**src/rtl/pic8_pkg.sv**
```systemverilog
package pic8_pkg;
  localparam int PIC_N  = 8;
  localparam int PIC_DW = 8;
  localparam int PIC_IW = $clog2(PIC_N);

  typedef enum logic [1:0] {
    SEQ_IDLE = 2'd0,
    SEQ_BASE = 2'd1,
    SEQ_CASC = 2'd2,
    SEQ_MODE = 2'd3
  } seq_e;

  typedef enum logic [1:0] {
    RSEL_POLL = 2'd0,
    RSEL_REQ  = 2'd1,
    RSEL_SRV  = 2'd2
  } rsel_e;

  typedef struct packed {
    logic              clr_all;
    logic              clr_one;
    logic [PIC_IW-1:0] idx;
  } eoi_t;
endpackage

```
**src/rtl/pic8_prio.sv**
```systemverilog
module pic8_prio #(
  parameter int N = pic8_pkg::PIC_N,
  localparam int IW = $clog2(N)
) (
  input  logic [N-1:0]  req,
  output logic          found,
  output logic [IW-1:0] idx
);
  logic [N-1:0] below;
  logic [N-1:0] first;

  generate
    for (genvar g = 0; g < N; g++) begin : g_bit
      if (g == 0) begin : g_lo
        assign below[g] = 1'b0;
      end else begin : g_hi
        assign below[g] = below[g-1] | req[g-1];
      end
      assign first[g] = req[g] & ~below[g];
    end
  endgenerate

  always_comb begin
    idx = '0;
    for (int i = 0; i < N; i++) begin
      if (first[i]) idx = idx | IW'(i);
    end
  end

  assign found = |req;
endmodule

```
**src/rtl/pic8_cmd_dec.sv**
```systemverilog
module pic8_cmd_dec
  import pic8_pkg::*;
#(
  parameter bit SECONDARY = 1'b0,
  parameter int DW = PIC_DW,
  parameter int IW = PIC_IW
) (
  input  logic          clk,
  input  logic          rst_n,
  input  logic          wr,
  input  logic          addr,
  input  logic [DW-1:0] wdata,
  output logic [DW-1:0] base,
  output rsel_e         rsel,
  output logic          busy,
  output logic          mask_we,
  output eoi_t          eoi,
  output logic          err
);
  localparam logic [DW-1:0] BASE_RST = SECONDARY ? DW'(8) : '0;
  localparam logic [DW-1:0] BASE_KEEP = ~DW'((1 << IW) - 1);

  seq_e  seq_q;
  logic  start_w, cmd_w, cfg_w;
  logic  sel_hit, bad_cmd;
  rsel_e sel_val;

  assign start_w = wr && !addr && wdata[4];
  assign cmd_w   = wr && !addr && !wdata[4];
  assign cfg_w   = wr && addr;
  assign busy    = (seq_q != SEQ_IDLE);
  assign mask_we = cfg_w && !busy;

  always_comb begin
    sel_hit     = 1'b0;
    sel_val     = RSEL_POLL;
    bad_cmd     = 1'b0;
    eoi.clr_all = 1'b0;
    eoi.clr_one = 1'b0;
    eoi.idx     = wdata[IW-1:0];
    casez (wdata)
      8'h0A:        begin sel_hit = 1'b1; sel_val = RSEL_REQ;  end
      8'h0B:        begin sel_hit = 1'b1; sel_val = RSEL_SRV;  end
      8'h0C:        begin sel_hit = 1'b1; sel_val = RSEL_POLL; end
      8'b0010_0???: begin
        if (wdata[2:0] == 3'd0) eoi.clr_all = 1'b1;
        else                    eoi.clr_one = 1'b1;
      end
      8'b0110_0???: eoi.clr_one = 1'b1;
      8'h68:        ;
      8'b1100_0???: ;
      default:      bad_cmd = 1'b1;
    endcase
    if (!cmd_w) begin
      sel_hit     = 1'b0;
      bad_cmd     = 1'b0;
      eoi.clr_all = 1'b0;
      eoi.clr_one = 1'b0;
    end
  end

  always_ff @(posedge clk or negedge rst_n) begin
    if (!rst_n) begin
      seq_q <= SEQ_IDLE;
      base  <= BASE_RST;
      rsel  <= RSEL_POLL;
      err   <= 1'b0;
    end else begin
      if (start_w) begin
        seq_q <= SEQ_BASE;
      end else if (cmd_w) begin
        seq_q <= SEQ_IDLE;
      end else if (cfg_w) begin
        case (seq_q)
          SEQ_BASE: begin
            base  <= wdata & BASE_KEEP;
            seq_q <= SEQ_CASC;
          end
          SEQ_CASC: seq_q <= SEQ_MODE;
          SEQ_MODE: seq_q <= SEQ_IDLE;
          default:  seq_q <= SEQ_IDLE;
        endcase
      end
      if (sel_hit) rsel <= sel_val;
      if (bad_cmd) err <= 1'b1;
    end
  end

  a_r10_err_sticky: assert property (@(posedge clk) disable iff (!rst_n)
    err |=> err);
  a_r4_start_enters: assert property (@(posedge clk) disable iff (!rst_n)
    start_w |=> (seq_q == SEQ_BASE));
  a_r5_cmd_cancels: assert property (@(posedge clk) disable iff (!rst_n)
    cmd_w |=> !busy);
endmodule

```
**src/rtl/pic8_req_bank.sv**
```systemverilog
module pic8_req_bank
  import pic8_pkg::*;
#(
  parameter int N = PIC_N,
  parameter int IW = PIC_IW
) (
  input  logic          clk,
  input  logic          rst_n,
  input  logic [N-1:0]  irq_in,
  input  eoi_t          eoi,
  input  logic          take,
  input  logic [IW-1:0] take_idx,
  output logic [N-1:0]  irr,
  output logic [N-1:0]  isr
);
  logic [N-1:0] prev_q, rise, one_vec, take_vec, clr_isr, clr_irr;

  assign rise     = irq_in & ~prev_q;
  assign one_vec  = eoi.clr_one ? (N'(1) << eoi.idx) : '0;
  assign take_vec = take ? (N'(1) << take_idx) : '0;
  assign clr_isr  = eoi.clr_all ? '1 : one_vec;
  assign clr_irr  = (eoi.clr_all ? isr : one_vec) | take_vec;

  always_ff @(posedge clk or negedge rst_n) begin
    if (!rst_n) begin
      prev_q <= '0;
      irr    <= '0;
      isr    <= '0;
    end else begin
      prev_q <= irq_in;
      irr    <= (irr & ~clr_irr) | rise;
      isr    <= (isr & ~clr_isr) | take_vec;
    end
  end

  a_r2_rise_sets: assert property (@(posedge clk) disable iff (!rst_n)
    (|rise) |=> ((irr & $past(rise)) == $past(rise)));
  a_r8_all_clears: assert property (@(posedge clk) disable iff (!rst_n)
    eoi.clr_all |=> ((isr & ~$past(take_vec)) == '0));
  a_r9_one_clears: assert property (@(posedge clk) disable iff (!rst_n)
    (eoi.clr_one && !(take && take_idx == eoi.idx)) |=> !isr[$past(eoi.idx)]);
  a_r12_take_enters: assert property (@(posedge clk) disable iff (!rst_n)
    take |=> isr[$past(take_idx)]);
endmodule

```
**src/rtl/irq_ctl8.sv**
```systemverilog
module irq_ctl8
  import pic8_pkg::*;
#(
  parameter bit SECONDARY = 1'b0
) (
  input  logic              clk,
  input  logic              rst_n,
  input  logic              bus_wr,
  input  logic              bus_addr,
  input  logic [PIC_DW-1:0] bus_wdata,
  output logic [PIC_DW-1:0] bus_rdata,
  input  logic [PIC_N-1:0]  irq_in,
  output logic              irq_out,
  input  logic              ack_stb,
  output logic              vec_valid,
  output logic [PIC_DW-1:0] vec_data,
  output logic              cmd_err
);
  localparam int N  = PIC_N;
  localparam int DW = PIC_DW;
  localparam int IW = PIC_IW;

  logic [DW-1:0] base;
  rsel_e         rsel;
  logic          busy, mask_we;
  eoi_t          eoi;
  logic [N-1:0]  irr, isr, imr;
  logic [N-1:0]  eligible;
  logic          poll_found, take_found, take;
  logic [IW-1:0] poll_idx, take_idx;
  logic [DW-1:0] poll_word;

  pic8_cmd_dec #(.SECONDARY(SECONDARY), .DW(DW), .IW(IW)) u_dec (
    .clk(clk), .rst_n(rst_n), .wr(bus_wr), .addr(bus_addr), .wdata(bus_wdata),
    .base(base), .rsel(rsel), .busy(busy), .mask_we(mask_we), .eoi(eoi),
    .err(cmd_err)
  );

  assign eligible = irr & ~imr;

  pic8_prio #(.N(N)) u_poll (.req(irr), .found(poll_found), .idx(poll_idx));
  pic8_prio #(.N(N)) u_pick (.req(eligible), .found(take_found), .idx(take_idx));

  assign take = ack_stb && take_found;

  pic8_req_bank #(.N(N), .IW(IW)) u_bank (
    .clk(clk), .rst_n(rst_n), .irq_in(irq_in), .eoi(eoi), .take(take),
    .take_idx(take_idx), .irr(irr), .isr(isr)
  );

  always_ff @(posedge clk or negedge rst_n) begin
    if (!rst_n) begin
      imr       <= '0;
      vec_valid <= 1'b0;
      vec_data  <= '0;
    end else begin
      if (mask_we) imr <= bus_wdata[N-1:0];
      vec_valid <= ack_stb;
      if (ack_stb) vec_data <= base | DW'(take_found ? take_idx : IW'(N - 1));
    end
  end

  always_comb begin
    poll_word = '0;
    if (poll_found) begin
      poll_word[DW-1]   = 1'b1;
      poll_word[IW-1:0] = poll_idx;
    end
  end

  always_comb begin
    if (bus_addr) begin
      bus_rdata = DW'(imr);
    end else begin
      case (rsel)
        RSEL_REQ: bus_rdata = DW'(irr);
        RSEL_SRV: bus_rdata = DW'(isr);
        default:  bus_rdata = poll_word;
      endcase
    end
  end

  assign irq_out = |eligible;

  a_r4_mask_held: assert property (@(posedge clk) disable iff (!rst_n)
    busy |=> $stable(imr));
  a_r12_vec_pulse: assert property (@(posedge clk) disable iff (!rst_n)
    ack_stb |=> vec_valid);
  a_r12_vec_quiet: assert property (@(posedge clk) disable iff (!rst_n)
    !ack_stb |=> !vec_valid);
  a_r3_irq_follows: assert property (@(posedge clk) disable iff (!rst_n)
    take |-> irq_out);
endmodule

```
**config.mk**
```make
export PLATFORM = sky130hd
export DESIGN_NAME = irq_ctl8
export DESIGN_NICKNAME = d
export VERILOG_FILES = /design/src/rtl/pic8_pkg.sv /design/src/rtl/pic8_prio.sv /design/src/rtl/pic8_cmd_dec.sv /design/src/rtl/pic8_req_bank.sv /design/src/rtl/irq_ctl8.sv
export SDC_FILE = /design/constraint.sdc
export NUM_CORES = 1
export LEC_CHECK = 0
export BUFFER_PORTS_ARGS = -buffer_cell sky130_fd_sc_hd__buf_2
export CAP_MARGIN = 20
export CORE_ASPECT_RATIO = 0.6
export CORE_UTILIZATION = 40
export DETAILED_ROUTE_END_ITERATION = 10
export GPL_ROUTABILITY_DRIVEN = 0
export PLACE_DENSITY_LB_ADDON = 0.2
export SLEW_MARGIN = 20
export SYNTH_ARGS = -nofsm -noshare
export SYNTH_HDL_FRONTEND = slang
export SYNTH_SLANG_ARGS = --single-unit
```
**constraint.sdc**
```tcl
create_clock -name clk -period 2.6 [get_ports clk]
set_input_delay 0 -clock clk [delete_from_list [all_inputs] [get_ports clk]]
set_output_delay 0 -clock clk [all_outputs]
set_load 0.02 [all_outputs]
```
After elaboration in Yosys (flattened, before gate mapping)
Cells that the tools add are included.
W data, S select, Z words.
- eq/ne operators: 11
- shift operators: 2
- muxes and demuxes: 37
- bitwise gates (word level): 54
- reductions and logical operators: 17
- operators with widths (kind ; count):
    $mux W8 ; 5
    $and A8 B8 Y8 ; 4
    $not A8 Y8 ; 4
    $mux W3 ; 10
    $eq A8 B4 Y1 const B ; 3
    $or A8 B8 Y8 ; 3
    $mux W2 ; 8
    $not A1 Y1 ; 16
    $pmux W8 S2 ; 1
    $reduce_or A8 Y1 ; 2
    $shl A1 B3 Y8 const A ; 2
    $and A1 B1 Y1 ; 14
    $or A1 B1 Y1 ; 12
    $mux W1 ; 10
    $eq A8 B7 Y1 const B ; 1
    $or A8 B3 Y8 ; 1
    $pmux W2 S2 ; 2
    $reduce_or A7 Y1 ; 1
    $logic_and A1 B1 Y1 ; 6
    $eq A5 B3 Y1 const B ; 1
    $eq A5 B4 Y1 const B ; 1
    $eq A5 B5 Y1 const B ; 1
    $eq A2 B1 Y1 const B ; 2
    $eq A2 B2 Y1 const B ; 2
    7 further kinds ; 9
- bits in registers: 51
- input port bits: 21
- output and inout port bits: 19
- word-level logic and storage cells: 131

Logic depth before layout (Yosys ltp)
Gate-level depths: netlist of run 1.
- word-level depth: 17
- mapped depth: 7

By module
Synthesis of run 1 repeated with hierarchy kept, for this count alone.
- cells, all modules: 276
- area, all modules: 2796.4 µm²
- modules (own cells, without submodules) (module ; times used ; cells each ; area each (µm²)):
    pic8_req_bank ; 1 ; 94 ; 1023.5
    irq_ctl8 ; 1 ; 88 ; 953.4
    pic8_cmd_dec ; 1 ; 66 ; 654.4
    pic8_prio ; 2 ; 14 ; 82.6

Worst setup path after synthesis of run 1
No wires, ideal clock.
- kind: reg2out
- from: reg u_dec.rsel[0]
- to: out bus_rdata[3]
- arrival time: 1.644 ns
- path slack: 0.956 ns
- cell stages (with the launch flop): 6
- path buffers: 1
- cells stage by stage: dfrtp_1 -> inv_1 -> ha_1 -> or2_2 -> clkbuf_1 -> o21ai_0
- word-level cells in the longest chain between the ends: 3
- elaborated cells on any way between the ends: 4
- ends and longest elaborated chain (element ; RTL line ; text):
    start: declaration ; pic8_cmd_dec.sv:14 ; output rsel_e rsel,
    start signal: assignment ; pic8_cmd_dec.sv:84 ; if (sel_hit) rsel <= sel_val;
    $eq A2 B2 Y1 / $eq A2 B1 Y1 (equally long branches) ; irq_ctl8.sv:75 ; case (rsel)
    $pmux W8 S2 * ; irq_ctl8.sv:75 ;
    $mux W8 * ; irq_ctl8.sv:72 ; if (bus_addr) begin
    end: declaration ; irq_ctl8.sv:11 ; output logic [PIC_DW-1:0] bus_rdata,
Every way passes the cells marked *; elsewhere a longest branch is shown, timed or not.

Worst setup path after layout of run 1
- from: reg u_dec.rsel[0]
- to: out bus_rdata[2]
Same word-level chain as after synthesis.

==> results of run 1 <==
## logic make-up after synthesis
kind of cell / after synthesis
fa+ha+maj: 5
compound gates: 88
simple gates: 91
buf+inv: 31
mux: 15
flops: 51
## synth_stat cells (3+ instances only)
cell,n
dfrtp_1,51
o21ai_0,26
a21oi_1,20
nand2_1,18
inv_1,17
nor2_1,14
nor2b_1,14
clkbuf_1,12
mux2_2,12
a22oi_1,9
o31ai_1,8
nand3_1,7
nor4_1,7
nand2b_1,6
ha_1,5
nor3_1,5
o22ai_1,5
a31oi_1,3
and2_1,3
o2111ai_1,3
or3_1,3
## worst max-delay path, cell delays in order (launching register included)
cell and delay [ps]:
dfrtp_1 410, inv_1 60, ha_1 340, or2_2 360
nor2_1 120, a21oi_1 50, o21ai_0 120, buf_2 210
## stage by stage
step / cells / worst slack (ps)
after global routing: 411 / 518
after global placement: 391 / 922
after floorplan: 281 / 956
after CTS: 411 / 634
after detailed placement: 391 / 915
final: 411 / 617
## worst paths after layout
check | startpoint | end
max | u_dec.rsel[0] | bus_rdata[2]
min reg2reg | u_bank.prev_q[1] | u_bank.irr[1]
min | bus_wdata[5] | u_dec.base[5]
max reg2reg | u_bank.irr[1] | u_bank.isr[6]
max in group asynchronous | rst_n | u_dec.seq_q[0]
min in group asynchronous | rst_n | u_bank.prev_q[0]
## sequential cells by signal, summed over array words and instances (netlist names)
name / count
u_dec.base: 5
u_bank.isr: 8
u_bank.prev_q: 8
u_dec.rsel: 2
u_dec.seq_q: 2
u_dec.err: 1
vec_valid: 1
vec_data: 8
u_bank.irr: 8
imr: 8
## power groups by stage
stage,clock network (W),logic (W),registers (W)
final,0.000575,0.000810,0.00119
after floorplan,0,0.000485,0.00119
after global placement,0,0.000791,0.00119
after global routing,0.000622,0.000890,0.00121
after CTS,0.000594,0.000805,0.00118
after detailed placement,0,0.000786,0.00120
## routing by layer
layer	vias up	track usage (%)	wire length [um]
li1	1109	-	-
met1	1131	34.5	3630
met2	105	28.5	2760
met3	10	5.75	601
met4	0	7.02	89
met5	-	0	0
## cell type report
| class | instances | area [sq um] | area share, % |
|---|---|---|---|
| Clock buffer | 5 | 68.8 | 2.17 |
| Clock inverter | 3 | 46.3 | 1.46 |
| Inverter | 17 | 63.8 | 2.01 |
| Multi-Input combinational cell | 199 | 1280 | 40.6 |
| Sequential cell | 51 | 1280 | 40.3 |
| Tap cell | 84 | 105 | 3.32 |
| Timing Repair Buffer | 52 | 323 | 10.2 |
==> out/metrics.yaml, run 1 <==
floorplan:
  start_util_pct: 42.6
  chipHeight_um: 65.5
  fp.dieW_um: 108
  fp.coreArea_sq_um: 6300
  ioPinCount: 40
  dieArea_sq_um: 7060
  rows: 22
timing:
  clock.fmax_ghz: 0.504
  tightest_slew_ps: 632
  setup_violations: 0
  grt_setup_unrepaired: "false"
  finClkSkew_ps: 3.98
  final_max_slew_viol_count: 0
  fin_hold_ws_ps: 53.3
  slew_headroom_pct: 57.9
  fin_tns_setup_ps: 0
  finalCritPeriodShare_pct: 76.3
  finalHoldViolations: 0
  finalCriticalPeriod_ps: 1980
routing:
  postRouteAntennaNets: 0
  drtPass1Iterations: 4
  drt_iter0_markers: 214
  avgViaCountPerCell: 5.73
  wirelength_um: 7080
  drcViolationCount: 0
  vias: 2355
  drt-wirelength-per-cell_um: 17.2
logic_synthesis:
  synth_top_area_cell: "dfrtp_1"
  synth_adder_area_share_pct: 2.33
  synth_top_family_by_area: "compound AO/OA/AOI/OAI gates"
  yosysSeqAreaShare_pct: 47.5
  syn_area_sq_um: 2690
  syn-instance-count: 281
  synth_ff_type: "dfrtp_1"
  ys.warnings.count: 0
  synth_nets: 307
  ys_ff_latch: 51
  synth_edf_count: 0
  synth_area_leaders: "dfrtp_1, mux2_2, o21ai_0"
  synth-compound-area-share_pct: 20.4
  synth_top_cell_area_share_pct: 47.5
  synth_area_per_cell_sq_um: 9.56
  synth_simple_gate_area_share_pct: 18.9
  synth_mux_area_share_pct: 6.19
  synthDistinctLibCells: 46
  async_flop_share_pct: 100
  synth_xor_area_share_pct: 0
clocking:
  clk_pin_slew_ps: 100
  tritoncts: "built"
  cts_setup_buffers: 0
  clk_latency_ps: 320
  ctsHtreeMaxLevel: 2
  hold_buffers: 12
  cts_max_path_buffers: 2
  cts-resized-gates: 0
  cts-root-buf: "clkbuf_8"
  cts_buffers: 5
  cts_num_sinks: 51
pwr:
  p_int_w: 0.00159
  power_leakage_nw: 1.32
  power_w: 0.00257
  powerDensity_nw_per_um2: 812
  switching_share_pct: 38.0
  p_sw_w: 0.000977
  ir_drop_mv: 0.361
  power_frac_clock_pct: 22.4
  seq_power_share_pct: 46.1
  p_comb_share_pct: 31.5
critical_path:
  start_kind: "flip-flop"
  crit_required_ps: 2600
  arrival_ps: 1980
  r2r.worst_path.cells: 4
  r2r_slack_ps: 840
  crit_fanout: 7
  worstSetupPathType: "flip-flop to output pin"
  crit_path_end_kind: "output pin"
global_route:
  grt_pass1_vias: 2156
  antenna_found_initial: 0
  overflow: 0
  grt_use_total_pct: 22.0
  grt_pass1_wl_um: 11400
  grt_max_degree: 52
finish:
  fill_cells: 599
  syn2layout_area_growth_pct: 17.9
  final_cell_mix: "dfrtp_1, buf_2, o21ai_0, a21oi_1, nand2_1"
  final_nets: 352
  diodes: 0
  design_area_sq_um: 3170
  layout_commonest_cell: "dfrtp_1"
  drive_gt1_share_pct: 19.6
  fin_util_pct: 50.3
place:
  placed_area_sq_um: 2930
  dp_hpwl_um: 5230
  io_buffers: 39
run:
  drv_cap: 0
min_path:
  min_delay_path_depth: 2
  hp-class: "primary input to flip-flop"
run_status:
  run_status: "completed"
Power figures use the tool's default switching activity.
==> run 2: changes to the inputs <==
clock period = 1.84 ns   (was 2.6 ns; I/O delays follow)
==> run 2 against run 1 <==
Compared with the run above:
- clock power grew 43%
- utilization rose by 1.7 points
- design area rose by 3.3%
- count of clock-buffer cells in the layout rose by 1
- first-iteration DRC count shrank 18%
- sequential share of layout area is 1.2 points lower
==> out/metrics.yaml, run 2 (same netlist as run 1, synthesis figures left out) <==
timing:
  tightest_slew_ps: 529  # -102 ps
  grt_setup_unrepaired: "true"
  finClkSkew_ps: 11.6  # +7.64 ps
  final_max_slew_viol_count: 0  # unchanged
  finalCriticalPeriod_ps: 1800
  finalHoldViolations: 0  # unchanged
  finalCritPeriodShare_pct: 97.8
  clock.fmax_ghz: 0.556
  slew_headroom_pct: 64.7  # +6.8 points
  setup_violations: 0  # unchanged
  worst_slack_ps: 40.8  # -576 ps
pwr:
  p_comb_share_pct: 33.8  # +2.3 points
  p_int_w: 0.00232  # +45%
  power_w: 0.00372  # +45%
  power_frac_clock_pct: 22.1  # -0.3 points
  power_leakage_nw: 1.38  # +3.8%
  powerDensity_nw_per_um2: 1140  # +40%
  seq_power_share_pct: 44.1  # -2.0 points
  p_sw_w: 0.00140  # +44%
  ir_drop_mv: 0.539  # +49%
  switching_share_pct: 37.7  # -0.25 points
routing:
  drtPass1Iterations: 5  # +1
  postRouteAntennaNets: 0  # unchanged
  avgViaCountPerCell: 5.68  # -0.91%
  drt_iter0_markers: 176  # -18%
  drcViolationCount: 0  # unchanged
  drt-wirelength-per-cell_um: 17.7  # +2.5%
  vias: 2379  # +1.0%
  wirelength_um: 7400  # +4.5%
critical_path:
  crit_path_end_kind: "output pin"
  start_kind: "flip-flop"
  crit_fanout: 6  # -1
  crit_required_ps: 1840  # -760 ps
  worstSetupPathType: "flip-flop to output pin"
  cpPeakStageDelay_ps: 460  # +50 ps
  crit_family: "simple AND/OR/NAND/NOR gates"
  slowest_stage: "dfrtp_2"
  path_buf_inv: 1  # -1
  crit_chain: "or3_4 > nand3b_1 > a21oi_1 > o21ai_1 > buf_4"
  arrival_ps: 1800  # -180 ps
clocking:
  ctsHtreeMaxLevel: 2  # unchanged
  cts_buffers: 5  # unchanged
  cts_max_path_buffers: 2  # unchanged
  cts-root-buf: "clkbuf_8"
  clk_latency_ps: 320  # about the same
  cts_num_sinks: 51  # unchanged
  tritoncts: "built"
  clk_pin_slew_ps: 100  # about the same
finish:
  final_cell_mix: "dfrtp_1, buf_2, o21ai_0, a21oi_1, nand2_1"
  instances_no_fill: 419  # +1.9%
  final_nets: 360  # +2.3%
  diodes: 0  # unchanged
  layout_commonest_cell: "dfrtp_1"
  syn2layout_area_growth_pct: 21.8
  drive_gt1_share_pct: 23.6  # +4.0 points
  fill_cells: 609  # +1.7%
floorplan:
  chipHeight_um: 65.5  # unchanged
  start_util_pct: 42.6  # unchanged
  rows: 22  # unchanged
  dieArea_sq_um: 7060  # unchanged
  ioPinCount: 40  # unchanged
  fp.dieW_um: 108  # unchanged
  fp.coreArea_sq_um: 6300  # unchanged
place:
  pre_cts_ws_ps: 234  # -681 ps
  io_buffers: 39  # unchanged
  dp_hpwl_um: 5550  # +6.1%
  dp_cells: 399  # +2.0%
min_path:
  hp-class: "primary input to flip-flop"
run_status:
  run_status: "completed"
global_route:
  grt_pass1_vias: 2168  # +0.56%
  grt_pass1_wl_um: 11700  # +2.5%
  grt_use_total_pct: 22.6  # +0.60 points
  antenna_found_initial: 0  # unchanged
  grt_max_degree: 32  # -38%
  overflow: 0  # unchanged
run:
  drv_cap: 0  # unchanged
## run 2: cell types whose count changed in the layout (fill, tap and decap cells not counted), sizes merged
cell / previous run / this run
buf: 40 / 49
dlygate4sd3: 12 / 11
clkinvlp: 1 / 0
clkbuf: 5 / 6
## run 2: metal layers
layer  routed length, um  global-route usage (%)  share of wire (%)  vias up
met5                   0                       0                  0        -
met4                  46                    3.60               0.62        0
met3                 646                    7.64                8.7       11
met2                2980                    30.2                 40       90
met1                3730                    34.9                 50     1146
li1                    -                       -                  -     1132
## run 2: cell type report
class	instances	area, sq um	share of cell area [%]
Inverter	17	63.8	1.95
Tap cell	84	105	3.21
Timing Repair Buffer	60	395	12.1
Clock buffer	6	72.6	2.22
Sequential cell	51	1280	39.1
Clock inverter	2	38.8	1.19
Multi-Input combinational cell	199	1320	40.3
## run 2: path summary, 6_finish.rpt
path / start / end / slack, ps / cells after the start
max: u_bank.irr[1] / bus_rdata[7] / 40 / 5
min: bus_wdata[3] / u_dec.base[3] / 20 / 2
max reg2reg: u_bank.irr[1] / u_bank.irr[3] / 210 / 5
min reg2reg: u_bank.prev_q[1] / u_bank.irr[1] / 430 / 1
max in group asynchronous: rst_n / u_bank.irr[1] / 1110 / 3
min in group asynchronous: rst_n / u_bank.irr[0] / 180 / 2
## run 2: stage by stage
stage	util (%)	instance area (sq um)	hold WS, ps	setup TNS [ps]
floorplan	-	2690	-296	0
global placement	47.7	3010	8.54	0
detailed placement	47.7	3010	10.1	0
CTS	51.6	3250	9.08	0
global route	51.9	3270	9.20	-13.6
finish	51.9	3270	15.2	0
## run 2: what timing repair did
| action | CTS | global route |
|---|---|---|
| setup endpoints to repair | 8 | 5 |
| hold endpoints to repair | 35 | 0 |
| pin swaps | 3 | 4 |
| gates resized for setup | 5 | 5 |
| hold buffers | 11 | 0 |
| buffers inserted | 1 | 1 |
## run 2: power by group through the flow
stage | Sequential, W | Clock [W] | Combinational, W
finish | 0.00164 | 0.000822 | 0.00126
global route | 0.00168 | 0.000887 | 0.00137
CTS | 0.00163 | 0.000837 | 0.00124
detailed placement | 0.00165 | 0 | 0.00122
global placement | 0.00164 | 0 | 0.00120
floorplan | 0.00168 | 0 | 0.000685
## run 2: worst reg2reg max path, delay by kind of cell (launching register included)
family                 cells  cell delay [ps]
flip-flops                 1              460
buffers and inverters      1              190
AO/OA/AOI/OAI              2              530
AND/OR/NAND/NOR            2              290
==> run 3: changes to the inputs <==
CTS_CLUSTER_SIZE = 24   (was default)
RECOVER_POWER = 50   (was default)
==> run 3 against run 2 <==
Compared with the run above:
- total power is 0.16% lower
- first-iteration DRC count is 5.1% lower
- sequential power hardly changed
- count of clock-buffer cells in the layout stayed put
- hold slack better by 2.6 ps
- routed wire length hardly changed
- sequential cell count stayed put
- combinational power hardly changed
- cell count stayed put
- critical path type unchanged
==> out/metrics.yaml, run 3 (same netlist as run 1, synthesis figures left out) <==
floorplan:
  fp.coreArea_sq_um: 6300  # unchanged
  dieArea_sq_um: 7060  # unchanged
  rows: 22  # unchanged
  chipHeight_um: 65.5  # unchanged
  start_util_pct: 42.6  # unchanged
  fp.dieW_um: 108  # unchanged
  ioPinCount: 40  # unchanged
timing:
  clock.fmax_ghz: 0.557  # +0.13%
  final_max_slew_viol_count: 0  # unchanged
  grt_setup_unrepaired: "true"
  fin_hold_ws_ps: 17.8  # +2.57 ps
  worst_slack_ps: 43.1  # +2.33 ps
  finalCritPeriodShare_pct: 97.7  # -0.13 points
  tightest_slew_ps: 1290  # +765 ps
  setup_violations: 0  # unchanged
  finClkSkew_ps: 8.54  # -3.07 ps
  slew_headroom_pct: 13.7  # -51 points
  finalHoldViolations: 0  # unchanged
  finalCriticalPeriod_ps: 1800  # -2.33 ps
critical_path:
  arrival_ps: 1800  # about the same
  crit_required_ps: 1840  # about the same
  start_kind: "flip-flop"
  crit-reg2reg-launch: "u_bank.irr[1]"
  crit_chain: "or3_4 > nand3b_1 > a21oi_1 > o21ai_1 > buf_4"
  r2r_slack_ps: 230  # +20 ps
  worstSetupPathType: "flip-flop to output pin"
  crit_path_end_kind: "output pin"
  crit_fanout: 6  # unchanged
  regToRegEndpoint: "u_bank.irr[3]"
  r2r.worst_path.cells: 5  # unchanged
  slowest_stage: "dfrtp_2"
  cpPeakStageDelay_ps: 460  # about the same
min_path:
  hp-start: "bus_wdata[3]"
  min_delay_path_depth: 2  # unchanged
  min_to: "imr[3]"
  hp-class: "primary input to flip-flop"
clocking:
  cts_max_path_buffers: 2  # unchanged
  cts_num_sinks: 51  # unchanged
  clk_pin_slew_ps: 100  # about the same
  cts_buffers: 5  # unchanged
  cts-root-buf: "clkbuf_8"
  tritoncts: "built"
  clk_latency_ps: 320  # about the same
  ctsHtreeMaxLevel: 2  # unchanged
global_route:
  grt_use_total_pct: 22.6  # unchanged
  grt_pass1_vias: 2168  # unchanged
  grt_max_degree: 32  # unchanged
  overflow: 0  # unchanged
  grt_pass1_wl_um: 11700  # unchanged
  antenna_found_initial: 0  # unchanged
pwr:
  power_leakage_nw: 1.36  # -1.5%
  seq_power_share_pct: 44.2  # about the same
  ir_drop_mv: 0.539  # +0.15%
  p_int_w: 0.00231  # -0.11%
  switching_share_pct: 37.7  # about the same
  p_comb_share_pct: 33.7  # about the same
  power_frac_clock_pct: 22.0  # about the same
  p_sw_w: 0.00140  # -0.24%
  powerDensity_nw_per_um2: 1140  # +0.18%
routing:
  drtPass1Iterations: 5  # unchanged
  drt-wirelength-per-cell_um: 17.7  # about the same
  drcViolationCount: 0  # unchanged
  avgViaCountPerCell: 5.61  # -1.1%
  drt_iter0_markers: 167  # -5.1%
  vias: 2352  # -1.1%
  wirelength_um: 7400  # about the same
  postRouteAntennaNets: 0  # unchanged
place:
  placed_area_sq_um: 3010  # unchanged
  dp_cells: 399  # unchanged
  io_buffers: 39  # unchanged
  dp_hpwl_um: 5550  # unchanged
  pre_cts_ws_ps: 234  # unchanged
run_status:
  run_status: "completed"
finish:
  final_cell_mix: "dfrtp_1, buf_2, o21ai_0, a21oi_1, nand2_1"
  diodes: 0  # unchanged
  design_area_sq_um: 3260  # -0.34%
  syn2layout_area_growth_pct: 21.4
  fin_util_pct: 51.7  # -0.18 points
  layout_commonest_cell: "dfrtp_1"
  final_nets: 360  # unchanged
  instances_no_fill: 419  # unchanged
  drive_gt1_share_pct: 21.5  # -2.1 points
run:
  drv_cap: 0  # unchanged
-- run 3: cell count changes in the layout (fill, tap and decap cells not counted), sizes merged --
cell / before / now
buf: 49 / 42
clkbuf: 6 / 13
-- run 3: what timing repair did --
| item | 4_1_cts | 5_1_grt |
|---|---|---|
| buffers inserted | 1 | 1 |
| hold buffers | 11 | 0 |
| pin swaps | 3 | 4 |
| gates resized for setup | 5 | 5 |
| gates cloned | 0 | 0 |
| endpoints found under the setup margin | 8 | 5 |
| endpoints found under the hold margin | 35 | 0 |
-- run 3: critical path: cells and delay by family (launching register included) --
family,cells,cell delay [ps]
DFF,1,460
AOI/OAI and AO/OA,2,260
and+or+nand+nor,2,580
buffers and inverters,1,180
-- run 3: power by group through the flow --
stage	Sequential, W	Combinational (W)	Clock, W
4_1_cts	0.00163	0.00124	0.000837
6_report	0.00164	0.00125	0.000819
3_3_place_gp	0.00164	0.00120	0
3_5_place_dp	0.00165	0.00122	0
2_1_floorplan	0.00168	0.000685	0
5_1_grt	0.00168	0.00137	0.000887
-- run 3: how the worst max path moves through the flow --
| stage | startpoint | cells after the start | slack (ps) | end |
|---|---|---|---|---|
| floorplan | u_dec.rsel[0] | 5 | 200 | bus_rdata[3] |
| global placement | bus_addr | 5 | 270 | u_bank.irr[0] |
| detailed placement | bus_addr | 5 | 230 | u_bank.irr[0] |
| CTS | u_dec.rsel[0] | 7 | 20 | bus_rdata[1] |
| global route | u_bank.irr[3] | 5 | -10 | bus_rdata[7] |
| finish | u_bank.irr[1] | 5 | 40 | bus_rdata[7] |
-- run 3: metrics by stage --
step           TNS [ps]  power, W
2_1_floorplan         0   0.00237
3_3_place_gp          0   0.00284
3_5_place_dp          0   0.00286
4_1_cts               0   0.00371
5_1_grt           -13.6   0.00394
6_report              0   0.00372
-- run 3: layout make-up --
| cell class | count | area [sq um] |
|---|---|---|
| multi-input combinational | 199 | 1320 |
| fill | 613 | 3040 |
| timing repair buffer | 60 | 384 |
| clock buffer | 6 | 72.6 |
| sequential | 51 | 1280 |
| clock inverter | 2 | 38.8 |
| inverter | 17 | 63.8 |
| tap | 84 | 105 |
-- run 3: layer usage --
metal	up-vias	GRT usage (%)	routed length (um)
met5	-	0	0
met4	0	3.60	40
met3	7	7.64	573
met2	73	30.2	2940
met1	1143	34.9	3840
li1	1129	-	-
